**config.mk**
```make
export PLATFORM = sky130hd
export DESIGN_NAME = ppm4_frame_rx
export DESIGN_NICKNAME = d
export VERILOG_FILES = /design/src/rtl/ppm4_frame_rx.sv
export SDC_FILE = /design/constraint.sdc
export NUM_CORES = 1
export LEC_CHECK = 0
export ABC_AREA = 1
export BUFFER_PORTS_ARGS = -buffer_cell sky130_fd_sc_hd__buf_4
export CAP_MARGIN = 5
export CORE_MARGIN = 2
export CORE_UTILIZATION = 45
export DETAILED_ROUTE_END_ITERATION = 6
export MAX_ROUTING_LAYER = met4
export PLACE_DENSITY = 0.72
export SLEW_MARGIN = 20
export SYNTH_ARGS = -nofsm -noshare
export SYNTH_HDL_FRONTEND = slang
export SYNTH_SLANG_ARGS = --single-unit
```
**constraint.sdc**
```tcl
create_clock -name clk -period 6.3 [get_ports clk]
set_input_delay 0.315 -clock clk [delete_from_list [all_inputs] [get_ports clk]]
set_output_delay 0.315 -clock clk [all_outputs]
set_load 0.03 [all_outputs]
```
**src/rtl/ppm4_frame_rx.sv**
```systemverilog
module ppm4_frame_rx (
  input  logic       clk,
  input  logic       rst_n,
  input  logic       chip_valid,
  input  logic [3:0] chip,
  input  logic       addr_match_en,
  input  logic [7:0] station_addr,
  output logic       out_valid,
  output logic [7:0] out_data,
  output logic       frame_end,
  output logic       crc_err,
  output logic       frame_abort
);

  localparam logic [31:0] OPEN_FLAG  = 32'h0C0C_6060;
  localparam logic [31:0] CLOSE_FLAG = 32'h0C0C_0606;
  localparam logic [31:0] CRC_POLY   = 32'hEDB8_8320;

  typedef enum logic {HUNT, BODY} st_t;

  st_t         st;
  logic [31:0] hunt_sr, hold, crc;
  logic [7:0]  shreg;
  logic [2:0]  stop_idx, nbytes;
  logic [1:0]  pair_cnt;
  logic        first;

  function automatic logic [31:0] crc_step(input logic [31:0] c_in, input logic [7:0] b);
    logic [31:0] c;
    c = c_in;
    for (int i = 0; i < 8; i++)
      c = (c[0] ^ b[i]) ? ((c >> 1) ^ CRC_POLY) : (c >> 1);
    return c;
  endfunction

  logic [1:0]  pair;
  always_comb
    case (chip)
      4'b0100: pair = 2'd1;
      4'b0010: pair = 2'd2;
      4'b0001: pair = 2'd3;
      default: pair = 2'd0;
    endcase

  wire        single    = $onehot(chip);
  wire [7:0]  nb        = {pair, shreg[7:2]};
  wire [31:0] hunt_next = {hunt_sr[27:0], chip};
  wire [4:0]  stop_ofs  = {3'd7 - stop_idx, 2'b00};
  wire [3:0]  stop_sym  = CLOSE_FLAG[stop_ofs +: 4];
  wire        reject    = first && addr_match_en && nb != station_addr && nb != 8'hFF;

  always_ff @(posedge clk) begin
    if (!rst_n) begin
      st <= HUNT;
      hunt_sr <= '0;
      hold <= '0;
      crc <= '1;
      shreg <= '0;
      stop_idx <= '0;
      nbytes <= '0;
      pair_cnt <= '0;
      first <= 1'b0;
      out_valid <= 1'b0;
      out_data <= '0;
      frame_end <= 1'b0;
      crc_err <= 1'b0;
      frame_abort <= 1'b0;
    end else begin
      out_valid <= 1'b0;
      frame_end <= 1'b0;
      crc_err <= 1'b0;
      frame_abort <= 1'b0;
      if (chip_valid) begin
        if (st == HUNT) begin
          if (hunt_next == OPEN_FLAG) begin
            st <= BODY;
            hunt_sr <= '0;
            stop_idx <= '0;
            pair_cnt <= '0;
            nbytes <= '0;
            crc <= '1;
            first <= 1'b1;
          end else begin
            hunt_sr <= hunt_next;
          end
        end else if (stop_idx == 3'd0 && single) begin
          shreg <= nb;
          pair_cnt <= pair_cnt + 2'd1;
          if (pair_cnt == 2'd3) begin
            first <= 1'b0;
            if (reject) begin
              st <= HUNT;
            end else begin
              hold <= {nb, hold[31:8]};
              if (nbytes == 3'd4) begin
                out_valid <= 1'b1;
                out_data <= hold[7:0];
                crc <= crc_step(crc, hold[7:0]);
              end else begin
                nbytes <= nbytes + 3'd1;
              end
            end
          end
        end else if (chip == stop_sym) begin
          if (stop_idx == 3'd7) begin
            st <= HUNT;
            if (pair_cnt != 2'd0 || nbytes != 3'd4) begin
              frame_abort <= 1'b1;
            end else begin
              frame_end <= 1'b1;
              crc_err <= (~crc != hold);
            end
          end else begin
            stop_idx <= stop_idx + 3'd1;
          end
        end else begin
          st <= HUNT;
          frame_abort <= 1'b1;
        end
      end
    end
  end

  AST_QUIET_WITHOUT_SYMBOL: assert property (@(posedge clk) disable iff (!rst_n)
    !chip_valid |=> !(out_valid || frame_end || crc_err || frame_abort));
  AST_CRC_ERR_WITH_END: assert property (@(posedge clk) disable iff (!rst_n)
    crc_err |-> frame_end);
  AST_END_EXCLUDES_ABORT: assert property (@(posedge clk) disable iff (!rst_n)
    !(frame_end && frame_abort));
  AST_HUNT_EMITS_NOTHING: assert property (@(posedge clk) disable iff (!rst_n)
    (st == HUNT) |=> !out_valid);
  AST_TERMINATION_RETURNS_TO_HUNT: assert property (@(posedge clk) disable iff (!rst_n)
    (frame_end || frame_abort) |-> (st == HUNT));

endmodule

```
==> flow_summary.json, run 1 <==
{
  "wl_microns": 16300,
  "wl_per_cell_microns": 13.5,
  "hold_viol_final": 0,
  "ant_nets": 0,
  "outcome": "finished clean",
  "gr-total-overflow": 0,
  "cts_resized": 0,
  "finClkSkew_ps": 9.33,
  "clockBufferDepth": 2,
  "p_sw_mw": 0.426,
  "crit_path_end_kind": "register",
  "yosys_warnings": 0,
  "hold_buffers": 0,
  "final_common_cell": "nand2_1",
  "switching_share": 0.230,
  "hpwl_microns": 11100,
  "leakagePower_nw": 3.48,
  "grt_pass1_vias": 5710,
  "grt_pass1_wl_microns": 27300,
  "setup_violations": 0,
  "vias": 6210,
  "path_cells": "buf_4, inv_1, fa_1, inv_1, ha_1, ha_1, nor3_2, nand3_2, nor3_2, nand3_2, inv_2, nand2_1, a21oi_1",
  "die_area_sq_um": 15900,
  "synth.ff_latch_count": 120,
  "fin_cells": 1205,
  "crit_type": "in -> reg",
  "synthTopCellsByArea": "dfxtp_1 36%, nand2_1 19%, nand3_1 6.1%",
  "cts_sinks": 120,
  "ir_drop_mv": 0.233,
  "yosysUniqueCellTypes": 40,
  "combinationalPowerShare": 0.038,
  "global_route.usage.total": 0.219,
  "synthCells": 997,
  "final_area_sq_um": 7560,
  "p_int_mw": 1.43,
  "yosys.area.top_type": "dfxtp_1",
  "post-route-period-util": 0.580,
  "htree_num_levels": 4,
  "post-cts-setup-buffers": 0,
  "drv_cap": 0,
  "layout-drive-gt1-share": 0.126,
  "synth-edff-count": 0,
  "critPathLaunchType": "primary input",
  "clk_latency_ps": 420,
  "setup_tns_ps": 0,
  "seq_area_frac_synth": 0.358,
  "fp.dieH_microns": 126,
  "synth_top_area_share": 0.358,
  "reg2reg_slack_ps": 3270,
  "pwr-share-seq": 0.417,
  "antenna_found_initial": 0,
  "initial_core_util": 0.461,
  "clockPowerShare": 0.545,
  "synth_area_sq_um": 6700,
  "drv_slew": 0,
  "cts_root_buf": "clkbuf_16",
  "cts_tree": "yes",
  "final_cell_mix": "336 x nand2_1, 120 x dfxtp_1, 89 x inv_1",
  "synth_fp_nets": 1029,
  "grt_max_degree": 54,
  "max_freq_ghz": 0.274,
  "dr.pass1.iters": 7,
  "syn_area_per_cell_sq_um": 6.72,
  "async_flop_share": 0,
  "power_density_nw_per_um2": 245,
  "dp_cells": 1174,
  "worstHoldPathCells": 3,
  "rows": 44,
  "hold_path.class": "in -> reg",
  "placed_area_sq_um": 6950,
  "critical-path-max-stage-delay_ps": 640,
  "fp.coreArea_sq_um": 14500,
  "finalNetCount": 1041,
  "antenna_cells": 0,
  "slowest_stage": "nand3_2",
  "synth_top_flop_cell": "dfxtp_1",
  "tightest_slew_ps": 772,
  "gp_congestion": 0.851,
  "maxSlewHeadroom": 0.483,
  "rr_worst_depth": 8,
  "numCtsBuffers": 17,
  "path_clk_slew_ps": 60,
  "port_buffers": 27,
  "route.detailed.drc": 0,
  "fin_crit_ps": 3650,
  "drt_iter0_drc": 424,
  "cp.arrival_ps": 4000,
  "rsz0062_at_grt": "false",
  "die-width_microns": 126,
  "required_ps": 6650,
  "io_pins": 28,
  "vias_per_cell": 5.15,
  "area_delta_synth_final_pct": 12.9,
  "critical_path_peak_fanout": 32
}
## power by group through the flow
stage	logic (mW)	clock network (mW)	registers, mW
finish	0.0702	1.01	0.774
global route	0.0813	1.06	0.775
CTS	0.0711	1.03	0.774
detailed placement	0.0706	0	0.791
global placement	0.0696	0	0.791
floorplan	0.0514	0	0.790
## sequential cells by signal, indices dropped and copies added (netlist names)
name,flops
nbytes,3
st,1
shreg,6
out_valid,1
frame_end,1
first,1
out_data,8
hold,32
crc,32
hunt_sr,28
stop_idx,3
frame_abort,1
pair_cnt,2
crc_err,1
## area by class of cell
cell class / count / area (sq um)
fill: 1448 / 6970
timing repair buffer: 31 / 233
inverter: 101 / 379
clock buffer: 18 / 439
multi-input combinational: 738 / 3710
tap: 184 / 230
clock inverter: 13 / 170
sequential: 120 / 2400
## kinds of logic (layout without fill, tap and decap cells)
group	count (synthesis)	in the layout	share of synthesized area
AO/OA/AOI/OAI	109	109	0.0926
XOR/XNOR	39	39	0.0510
adder cells (fa/ha/maj)	16	16	0.0310
buffers and inverters	139	163	0.0879
flip-flops	120	120	0.358
AND/OR/NAND/NOR	574	574	0.379
## synth_stat cells, types with 2 or more instances
master,count
nand2_1,336
dfxtp_1,120
inv_1,90
nor2_1,85
nand3_1,82
a21oi_1,58
xor2_1,25
clkbuf_1,23
a211oi_1,20
o21ai_0,20
nand2_2,18
ha_1,15
nand3_2,14
or2_2,14
xnor2_1,14
inv_2,11
buf_2,8
buf_6,5
nor3_1,5
nand4_1,4
a221oi_1,3
o211ai_1,3
nand2_4,2
nor2_4,2
nor3_2,2
nor4_1,2
o21ai_1,2
or2_1,2
## per-layer routing
layer  part of all wire  GRT usage  vias to the layer above
met1               0.46      0.275                     2835
met3              0.053     0.0463                       35
li1                   -          -                     3184
met2               0.46      0.342                      156
met5                  0          -                        -
met4              0.026     0.0937                        0
## final timing paths
path	startpoint	end
worst max-delay path	chip[0]	hold[15]
worst min-delay path	chip[3]	hunt_sr[3]
worst max register to register	stop_idx[0]	hold[15]
worst min register to register	hunt_sr[27]	hunt_sr[27]
## through the flow
step | power [mW] | utilization | setup WS, ps | hold slack [ps]
6_report | 1.86 | 0.520 | 2650 | 215
5_1_grt | 1.91 | 0.520 | 2270 | 224
4_1_cts | 1.87 | 0.520 | 2630 | 205
3_5_place_dp | 0.861 | 0.478 | 2220 | 457
3_3_place_gp | 0.860 | 0.478 | 2330 | 452
2_1_floorplan | 0.841 | - | 3700 | 436
## worst max-delay path: cells and delay by family
kind                     cells  cell delay (ps)
AND/OR/NAND/NOR              5             1670
buffers and inverters        4              850
adder cells (fa/ha/maj)      3              980
AO/OA/AOI/OAI                1              150
Note: power is estimated with default switching activity, not from simulation.
==> run 2, diff against run 1 <==
- ABC_AREA: 1 -> 0
- clock period: 6.3 -> 3.4 ns (I/O delays scaled with it)
==> run 2 against run 1 <==
Cell area fell by 6.2%; combinational power up 57%; non-clock buffer count is 8 higher; via count shrank 16%; sequential cell count unchanged; clock power up 99%; global-route usage grew 0.68 points; total power up 90%; clock skew down 1.1 ps.
==> flow_summary.json, run 2 <==
{
  "outcome": "finished clean",
  "clockBufferDepth": 2,
  "die_area_sq_um": 14500,
  "p_int_mw": 2.77,
  "final_common_cell": "dfxtp_1",
  "leakagePower_nw": 2.55,
  "yosys_warnings": 0,
  "ys_top_cells_by_count": "120 x dfxtp_1, 101 x nand2_1, 67 x a21oi_1",
  "grt_pass1_wl_microns": 25200,
  "path_clk_slew_ps": 60,
  "vias": 5226,
  "yosys.area.top_type": "dfxtp_1",
  "maxSlewHeadroom": 0.330,
  "route.detailed.drc": 0,
  "grt_pass1_vias": 4984,
  "critical-path-max-stage-delay_ps": 540,
  "grt_max_degree": 52,
  "finalNetCount": 751,
  "cp.arrival_ps": 2970,
  "dr.pass1.iters": 5,
  "switching_share": 0.215,
  "slowest_stage": "fa_1",
  "seq_area_frac_synth": 0.394,
  "numCtsBuffers": 17,
  "yosysUniqueCellTypes": 58,
  "clk_latency_ps": 420,
  "yosysMostFrequentCell": "dfxtp_1",
  "cts_root_buf": "clkbuf_16",
  "ant_nets": 0,
  "combinationalPowerShare": 0.031,
  "async_flop_share": 0,
  "critPathLaunchType": "primary input",
  "synthTopCellsByArea": "dfxtp_1 39%, xnor2_1 9.0%, nand2_1 6.2%",
  "die-width_microns": 120,
  "fp.coreArea_sq_um": 13200,
  "synthCells": 702,
  "setup_tns_ps": 0,
  "gr-total-overflow": 0,
  "area_delta_synth_final_pct": 16.3,
  "synth_top_area_share": 0.394,
  "antenna_cells": 0,
  "gp_congestion": 0.922,
  "cp-endpoint": "crc[12]",
  "finClkSkew_ps": 8.22,
  "drv_slew": 0,
  "port_buffers": 27,
  "tightest_slew_ps": 998,
  "fp.dieH_microns": 120,
  "rr_worst_depth": 7,
  "synth.ff_latch_count": 120,
  "cts_resized": 0,
  "largestRegisters": "crc: 32 flops, hold: 32 flops, hunt_sr: 28 flops",
  "hold_buffers": 0,
  "setup_violations": 0,
  "wl_per_cell_microns": 16.9,
  "critical_path_depth": 13,
  "vias_per_cell": 5.76,
  "htree_num_levels": 4,
  "pwr-share-seq": 0.401,
  "drt_iter0_drc": 549,
  "rsz0062_at_grt": "false",
  "rr_startpoint": "st",
  "cp-startpoint": "chip[0]",
  "syn_area_per_cell_sq_um": 8.69,
  "cts_tree": "yes",
  "crit_type": "in -> reg",
  "fillCellCount": 1188,
  "io_pins": 28,
  "drv_cap": 0,
  "crit_buf_inv": 4,
  "clockPowerShare": 0.568,
  "synth_top_flop_cell": "dfxtp_1",
  "post-route-period-util": 0.793,
  "hold_slack_ps": 25.5,
  "hold_path.class": "in -> reg",
  "rows": 42,
  "crit_path_end_kind": "register",
  "fin_util": 0.536,
  "critical_path_peak_fanout": 51,
  "ir_drop_mv": 0.344,
  "final_cell_mix": "120 x dfxtp_1, 101 x nand2_1, 67 x a21oi_1",
  "hold_viol_final": 0,
  "fin_crit_ps": 2700,
  "path_cells": "buf_4, inv_1, fa_1, inv_1, ha_1, ha_1, nand4bb_4, nor3_4, nand2_4, o41ai_4, buf_12, nor3b_2, o21ai_1",
  "required_ps": 3680,
  "synth-edff-count": 0,
  "reg2reg_slack_ps": 710,
  "power_density_nw_per_um2": 498,
  "critPathTopFamily": "adder cells",
  "seqCellArea_sq_um": 2400,
  "global_route.usage.total": 0.226,
  "post-cts-setup-buffers": 0,
  "synth_fp_nets": 734,
  "wl_microns": 15300,
  "multi_input_area_sq_um": 3430,
  "cts_sinks": 120,
  "initial_core_util": 0.461,
  "hpwl_microns": 10000,
  "reg2reg_to": "crc[28]",
  "antenna_found_initial": 0,
  "max_freq_ghz": 0.371,
  "synth_area_sq_um": 6100,
  "layout-drive-gt1-share": 0.122,
  "p_sw_mw": 0.761
}
run 2: cell count changes after synthesis, sizes merged, moves of 20 or more:
cell,previous run,this run
inv,101,21
xnor2,14,65
nand2,356,102
nor2,88,31
nand3,97,46
mux2i,0,20
o21ai,22,48
run 2: worst min path at each step:
stage,start,to,slack [ps],cells past startpoint
2_1_floorplan,chip[2],hunt_sr[2],310,2
3_3_place_gp,out_data[6],out_data[6],440,2
3_5_place_dp,hunt_sr[27],hunt_sr[27],460,2
4_1_cts,chip[0],hunt_sr[0],20,3
5_1_grt,chip[0],hunt_sr[0],40,3
6_report,chip[0],hunt_sr[0],30,3
run 2: layer usage:
| metal | track usage | vias to the layer above | wire, microns |
|---|---|---|---|
| met4 | 0.0719 | 0 | 221 |
| met5 | - | - | 0 |
| met3 | 0.0571 | 27 | 1200 |
| li1 | - | 2464 | - |
| met1 | 0.285 | 2502 | 6600 |
| met2 | 0.356 | 233 | 7300 |
run 2: kinds of logic (layout without fill, tap and decap cells):
kind of cell    after synthesis  in the layout  synth area share
buf+inv                      62             92            0.0457
flops                       120            120             0.394
mux                          20             20            0.0328
fa+ha+maj                    16             16            0.0340
simple gates                233            233             0.189
compound gates              149            149             0.144
xor+xnor                    102            102             0.160
run 2: layout make-up:
class,count,share of cell area
repair buffers,39,0.0430
well taps,176,0.0310
flip-flops and latches,120,0.338
inverters,21,0.0111
clock inverters,14,0.0314
clock buffers,18,0.0619
multi-input cells,520,0.483
run 2: metrics by stage:
step | worst slack (ps) | std cells | total power, mW | cell area [sq um]
after floorplan | 308 | 702 | 1.52 | 6100
after global placement | 414 | 876 | 1.55 | 6430
after detailed placement | 275 | 876 | 1.55 | 6430
after CTS | 616 | 908 | 3.54 | 7090
after global routing | 560 | 908 | 3.63 | 7100
final | 703 | 908 | 3.53 | 7100
run 2: power by group through the flow:
stage / sequential [mW] / clock, mW / combinational, mW
after global placement: 1.45 / 0 / 0.104
after detailed placement: 1.45 / 0 / 0.108
after floorplan: 1.44 / 0 / 0.0726
after global routing: 1.42 / 2.09 / 0.121
after CTS: 1.42 / 2.02 / 0.108
final: 1.42 / 2.01 / 0.110
run 2: worst reg2reg max path: cells and delay by family (launching register included):
kind	cells	cell delay, ps
buffers and inverters	1	210
DFF	1	860
AOI/OAI and AO/OA	4	1240
and+or+nand+nor	2	300
